## src/rtl/mbox_bank.sv

```systemverilog
module mbox_bank #(
  parameter int MSG_WORDS = 32,
  parameter int FAST_CH   = 8,
  parameter int ERR_W     = 16,
  parameter int ADDR_W    = 8
) (
  input  logic              clk,
  input  logic              rst_n,
  input  logic              reg_sel,
  input  logic              reg_wr,
  input  logic [ADDR_W-1:0] reg_addr,
  input  logic [31:0]       reg_wdata,
  output logic [31:0]       reg_rdata,
  input  logic [6:0]        fifo_evt,
  input  logic [ERR_W-1:0]  err_evt,
  output logic              irq_a,
  output logic              irq_b
);
  localparam int ST_W = 9 + FAST_CH;
  localparam int WI_W = ADDR_W - 2;
  localparam logic [WI_W-1:0] A_TRIG   = WI_W'(MSG_WORDS);
  localparam logic [WI_W-1:0] A_ERR    = WI_W'(MSG_WORDS + 1);
  localparam logic [WI_W-1:0] A_ERRCLR = WI_W'(MSG_WORDS + 2);
  localparam int              W_FAST   = MSG_WORDS + 3;
  localparam logic [WI_W-1:0] A_ENA    = WI_W'(W_FAST + FAST_CH + 4);
  localparam logic [WI_W-1:0] A_ENB    = WI_W'(W_FAST + FAST_CH + 5);
  localparam logic [WI_W-1:0] A_CLR    = WI_W'(W_FAST + FAST_CH + 6);
  localparam logic [WI_W-1:0] A_STAT   = WI_W'(W_FAST + FAST_CH + 7);

  logic [WI_W-1:0]  widx;
  logic             wr_hit;
  logic [31:0]      msg_q  [MSG_WORDS];
  logic [31:0]      fast_q [FAST_CH];
  logic [FAST_CH-1:0] fast_hit;
  logic [ST_W-1:0]  st_q, st_set, st_clr, en_a_q, en_b_q;
  logic [ERR_W-1:0] err_q, err_clr;

  assign widx   = reg_addr[ADDR_W-1:2];
  assign wr_hit = reg_sel & reg_wr;

  genvar g;
  generate
    for (g = 0; g < FAST_CH; g++) begin : g_fast
      localparam logic [WI_W-1:0] A_CH = WI_W'(W_FAST + g);
      assign fast_hit[g] = wr_hit && (widx == A_CH);
      always_ff @(posedge clk or negedge rst_n)
        if (!rst_n)           fast_q[g] <= '0;
        else if (fast_hit[g]) fast_q[g] <= reg_wdata;
    end
    for (g = 0; g < MSG_WORDS; g++) begin : g_msg
      always_ff @(posedge clk or negedge rst_n)
        if (!rst_n)                              msg_q[g] <= '0;
        else if (wr_hit && widx == WI_W'(g))     msg_q[g] <= reg_wdata;
    end
  endgenerate

  wire trig_hit = wr_hit && (widx == A_TRIG);
  assign st_set = {fast_hit, fifo_evt,
                   trig_hit & reg_wdata[1], trig_hit & reg_wdata[0]};
  assign st_clr  = (wr_hit && widx == A_CLR)    ? reg_wdata[ST_W-1:0]  : '0;
  assign err_clr = (wr_hit && widx == A_ERRCLR) ? reg_wdata[ERR_W-1:0] : '0;

  always_ff @(posedge clk or negedge rst_n) begin
    if (!rst_n) begin
      st_q   <= '0;
      err_q  <= '0;
      en_a_q <= '0;
      en_b_q <= '0;
    end else begin
      st_q  <= (st_q & ~st_clr) | st_set;
      err_q <= (err_q & ~err_clr) | err_evt;
      if (wr_hit && widx == A_ENA) en_a_q <= reg_wdata[ST_W-1:0];
      if (wr_hit && widx == A_ENB) en_b_q <= reg_wdata[ST_W-1:0];
    end
  end

  assign irq_a = |(st_q & en_a_q);
  assign irq_b = |(st_q & en_b_q);

  always_comb begin
    reg_rdata = '0;
    if (reg_sel && !reg_wr) begin
      for (int i = 0; i < MSG_WORDS; i++)
        if (widx == WI_W'(i)) reg_rdata = msg_q[i];
      for (int i = 0; i < FAST_CH; i++)
        if (widx == WI_W'(W_FAST + i)) reg_rdata = fast_q[i];
      if (widx == A_ERR)  reg_rdata = 32'(err_q);
      if (widx == A_ENA)  reg_rdata = 32'(en_a_q);
      if (widx == A_ENB)  reg_rdata = 32'(en_b_q);
      if (widx == A_STAT) reg_rdata = 32'(st_q);
    end
  end
endmodule

```

## config.mk

```make
export PLATFORM = sky130hd
export DESIGN_NAME = mbox_bank
export DESIGN_NICKNAME = d
export VERILOG_FILES = /design/src/rtl/mbox_bank.sv
export SDC_FILE = /design/constraint.sdc
export NUM_CORES = 2
export LEC_CHECK = 0
export CORE_UTILIZATION = 50
export CTS_CLUSTER_SIZE = 14
export DETAILED_ROUTE_END_ITERATION = 8
export DONT_BUFFER_PORTS = 1
export PLACE_DENSITY = 0.77
export SETUP_SLACK_MARGIN = 0.4
export SYNTH_ARGS = -nofsm -noshare
export SYNTH_HDL_FRONTEND = slang
export SYNTH_SLANG_ARGS = --single-unit
```

## constraint.sdc

```tcl
create_clock -name clk -period 5.2 [get_ports clk]
set_clock_uncertainty 0.1 [all_clocks]
set_input_delay 0.26 -clock clk [delete_from_list [all_inputs] [get_ports clk]]
set_output_delay 0.26 -clock clk [all_outputs]
set_load 0.02 [all_outputs]
```

; ---- Word-level counts from Yosys, hierarchy flattened
; Index checks and enable logic that the tools add are counted.
[word_totals]
reg_bits = 1347
inputBits = 67
out_inout_bits = 34
[classes]
reduce_logical = 50
n_mux = 47
n_eq_ne = 46
n_bitwise = 11
[op_table]
columns = operator, n
row1 = 32-bit two-way mux, 45
row2 = "6-bit by 5-bit equality test with 1-bit output, second input constant", 16
row3 = "6-bit equality test, second input constant", 15
row4 = 17-bit bitwise AND, 3
row5 = "6-bit by 4-bit equality test with 1-bit output, second input constant", 8
row6 = 1-bit logical AND, 46
row7 = 17-bit OR reduction, 2
row8 = "6-bit by 3-bit equality test with 1-bit output, second input constant", 4
row9 = 17-bit two-way mux, 1
row10 = 17-bit inverter, 1
row11 = 17-bit OR, 1
row12 = 16-bit bitwise AND, 1
row13 = 16-bit two-way mux, 1
row14 = 16-bit inverter, 1
row15 = 16-bit OR, 1
row16 = "6-bit by 2-bit equality test with 1-bit output, second input constant", 2
row17 = "6-bit by 1-bit equality test with 1-bit output, second input constant", 1
row18 = 6-bit zero test, 1
row19 = 1-bit bitwise AND, 3
row20 = 1-bit zero test, 1

; ---- Logic depth before layout (Yosys ltp)
[logic_depth]
ltp_word = 46
depth_mapped = 14
depth_no_buf = 8

; ---- Worst setup path before layout
; No wires, ideal clock.
[synth_timing]
path_kind = input-to-output
start = in reg_addr[2]
end = out reg_rdata[19]
slack_ps = 2321
stages = 12
t_required_ps = 4840
arrival_ps = 2519
cell_sequence = buf_2 buf_4 buf_6 nand4b_1 nor2_1 buf_2 nor4_1 and2_1 buf_4 o21ai_1 nand4b_1 o32ai_1
[synth_between]
elab_chain_cells = 46
[synth_lines]
columns = item, line
row1 = from (decl), 11  ; input logic [ADDR_W-1:0] reg_addr,
row2 = 6-bit zero test, 84  ; if (widx == WI_W'(i)) reg_rdata = msg_q[i];
row3 = 32-bit two-way mux (32 in a row), 84
row4 = 32-bit two-way mux (8 in a row), 86  ; if (widx == WI_W'(W_FAST + i)) reg_rdata = fast_q[i];
row5 = 32-bit two-way mux, 87  ; if (widx == A_ERR) reg_rdata = 32'(err_q);
row6 = 32-bit two-way mux, 88  ; if (widx == A_ENA) reg_rdata = 32'(en_a_q);
row7 = 32-bit two-way mux, 89  ; if (widx == A_ENB) reg_rdata = 32'(en_b_q);
row8 = 32-bit two-way mux *, 90  ; if (widx == A_STAT) reg_rdata = 32'(st_q);
row9 = 32-bit two-way mux *, 82  ; if (reg_sel && !reg_wr) begin
row10 = to (decl), 13  ; output logic [31:0] reg_rdata,
; Every way passes the cells marked *; elsewhere a longest branch is shown, timed or not.

; ---- Worst setup path in the final report
[layout_timing]
start = in reg_addr[4]
end = out reg_rdata[2]
; The elaborated chain is that of the path after synthesis.

==> flow_metrics.tcl <==
set metrics [dict create \
    drtIter0Drc 6333 \
    p_sw_frac 0.2396 \
    gp_congestion 0.9509 \
    vdd_ir_drop_max_v 0.0002745 \
    crit_path_max_fanout 14 \
    grt_max_degree 235 \
    netlist.area_leader.share 0.5500 \
    syn_to_final_growth_pct 13.70 \
    die_h_um 352.1 \
    rsz0062_at_grt "false" \
    rows 128 \
    antenna_found_initial 10 \
    crit_family "compound AO/OA/AOI/OAI gates" \
    dp_cells 6212 \
    place_ws_ns 0.9927 \
    grt_pass1_vias 46160 \
    cp.depth 11 \
    syn_area_sq_um 61290 \
    async_flop_share 1.000 \
    clock_sinks 1347 \
    vias_per_cell 6.873 \
    p_comb_frac 0.082 \
    worstSetupEndpointType "output port" \
    p_per_area_nw_per_um2 344.6 \
    drc 19 \
    cts-htree-levels 4 \
    grt_pass1_wl_um 300600 \
    rrSetupSlack_ns 3.68 \
    synth_edf_count 0 \
    clk_latency_ns 0.76 \
    drv_slew 0 \
    violations "design-rule violations" \
    ys_warn_count 0 \
    gr-total-overflow 0 \
    cp_slowest_cell "a2111oi_0" \
    switchingPower_uw 5752 \
    root_buffer "clkbuf_16" \
    path_cells "dlygate4sd3_1, nor2b_1, buf_4, nand2_1, buf_4, o21ai_0, a31oi_1, nor3_1, o21ai_0, a2111oi_0, nor2_1" \
    cpPeakStageDelay_ns 0.82 \
    crit_end "reg_rdata[2]" \
    wirelength_um 200900 \
    r2r_end "en_a_q[7]" \
    syn_inst 4866 \
    synth_cell_types 83 \
    synth_nets 4933 \
    p_int_uw 18260 \
    drtPass1Iterations 9 \
    cts_buffer_depth 3 \
    arrival_ns 4.28 \
    clkTransAtPathRegs_ns 0.06 \
    cap_violations 0 \
    cp_num_buf_inv 3 \
    postSynthAreaPerCell_sq_um 12.60 \
    layout_common_cells "1347 x dfrtp_1, 1306 x mux2_2, 241 x a22oi_1, 206 x nand2_1, 175 x o21ai_0" \
    drive_gt1_frac 0.3660 \
    hold_viol 0 \
    timing.rr.start "en_a_q[7]" \
    io_buffers 0 \
    cp-startpoint "reg_addr[4]" \
    cts_tree "done" \
    yosys.area.top_type "dfrtp_1" \
    n_fill_cell 9372 \
    post-cts-setup-buffer-count 0 \
    initial_core_util 0.5035 \
    power.leakage_uw 0.03251 \
    clkPwrFrac 0.426 \
    wire_per_inst_um 30.40 \
    num_io_pins 101 \
    die_x_um 352.1 \
    fmax_mhz 215.6 \
    path_class "input port to output port" \
    synth_area_leaders "dfrtp_1 55%, mux2_2 24%, a22oi_1 3.0%" \
    reg2regPathDepth 2 \
    core_sq_um 121700 \
    layout.nets 4945 \
    die-area_sq_um 124000 \
    final_common_cell "dfrtp_1" \
    p_seq_frac 0.492 \
    synth-seq-area-share 0.5500 \
    cts_buffers 138 \
    fin_cells 6610 \
    start_kind "input port" \
    ys.flop_type "dfrtp_1" \
    vias 45430 \
    fin_setup_tns_ns 0 \
    status "complete, but fails checks" \
    fin_crit_sh 0.8921 \
    slew_headroom 0.1185 \
    drtAntennaViolNets 0 \
    required_ns 4.84 \
    worstMarginPinSlew_ns 1.315 \
    hold_path.class "input port to asynchronous set/reset pin" \
    period_needed_ns 4.639 \
    grt_usage 0.3195 \
    setup_viol 0 \
    ys_seq_elements 1347 \
    final.setup.worst_slack_ns 0.5610 \
    dpl.hpwl_um 121100 \
]
registers in the layout, summed over array words and instances, names as in the netlist:
name / count
st_q: 17
fast_q: 256
err_q: 16
en_a_q: 17
en_b_q: 17
msg_q: 1024
power by group through the flow:
stage | logic, uW | clock network [uW] | registers, uW
floorplan | 1180 | 0 | 11800
global placement | 1510 | 0 | 11900
detailed placement | 1580 | 0 | 12000
CTS | 1920 | 10300 | 11800
global route | 2090 | 10700 | 11900
finish | 1970 | 10200 | 11800
metal layers:
layer	global-route usage	wire length, um
met1	0.4182	75470
met2	0.4760	88480
met3	0.1040	25160
met4	0.1599	11650
met5	0.005385	165
per-stage QoR:
step	instance area, sq um	hold slack, ns	util	total power, uW
finish	69680	0.02347	0.5725	24010
global placement	63160	-0.1235	0.5189	13410
global route	69680	0.07572	0.5725	24660
CTS	69650	0.03838	0.5723	23970
detailed placement	63160	-0.1235	0.5189	13540
floorplan	61290	-0.1356	-	13000
Yosys cell counts, types with 26 or more instances:
| master | number |
|---|---|
| a211oi_1 | 37 |
| a21o_1 | 33 |
| a21oi_1 | 172 |
| a221oi_1 | 94 |
| a22oi_1 | 241 |
| and3_1 | 26 |
| buf_1 | 43 |
| buf_2 | 150 |
| clkbuf_1 | 236 |
| dfrtp_1 | 1347 |
| mux2_2 | 1306 |
| mux2i_1 | 27 |
| nand2_1 | 212 |
| nand3_1 | 63 |
| nand4_1 | 27 |
| nor2_1 | 209 |
| nor3_1 | 45 |
| o21ai_0 | 175 |
| o221ai_1 | 42 |
| o22ai_1 | 50 |
layout make-up:
class / instances / area, sq um / share of cell area
inverter: 5 / 18.77 / 0.0002693
timing repair buffer: 320 / 3286 / 0.04715
multi-input combinational: 3066 / 25970 / 0.3728
clock buffer: 210 / 4244 / 0.06091
clock inverter: 35 / 414.1 / 0.005943
tap: 1625 / 2033 / 0.02918
sequential: 1347 / 33710 / 0.4837
antenna: 2 / 5.005 / 0.00007182
worst min path at each step:
stage | to | slack (ns)
2_1_floorplan | en_a_q[0] | -0.14
3_3_place_gp | fast_q[145] | -0.12
3_5_place_dp | fast_q[177] | -0.12
4_1_cts | fast_q[145] | 0.04
5_1_grt | fast_q[177] | 0.08
6_report | msg_q[145] | 0.02
cell families (layout without fill, tap and decap cells):
| logic type | after synthesis | after routing | share of synthesized area |
|---|---|---|---|
| compound gates | 1042 | 1042 | 0.1181 |
| other cells | 0 | 2 | 0 |
| flops | 1347 | 1347 | 0.5500 |
| simple gates | 681 | 681 | 0.05330 |
| buf+inv | 453 | 570 | 0.03203 |
| mux | 1343 | 1343 | 0.2466 |
worst reg2reg max path: stages, from the launching register on:
cell,delay (ns)
dfrtp_1,0.42
mux2_2,0.28
dlygate4sd3_1,0.59
repair_timing:
item / 4_1_cts / 5_1_grt
hold endpoints to repair: 1904 / 0
resized for setup: 0 / 0
setup endpoints to repair: 0 / 228
hold buffers: 150 / 0
No activity file was read; power rests on OpenSTA's default activity.
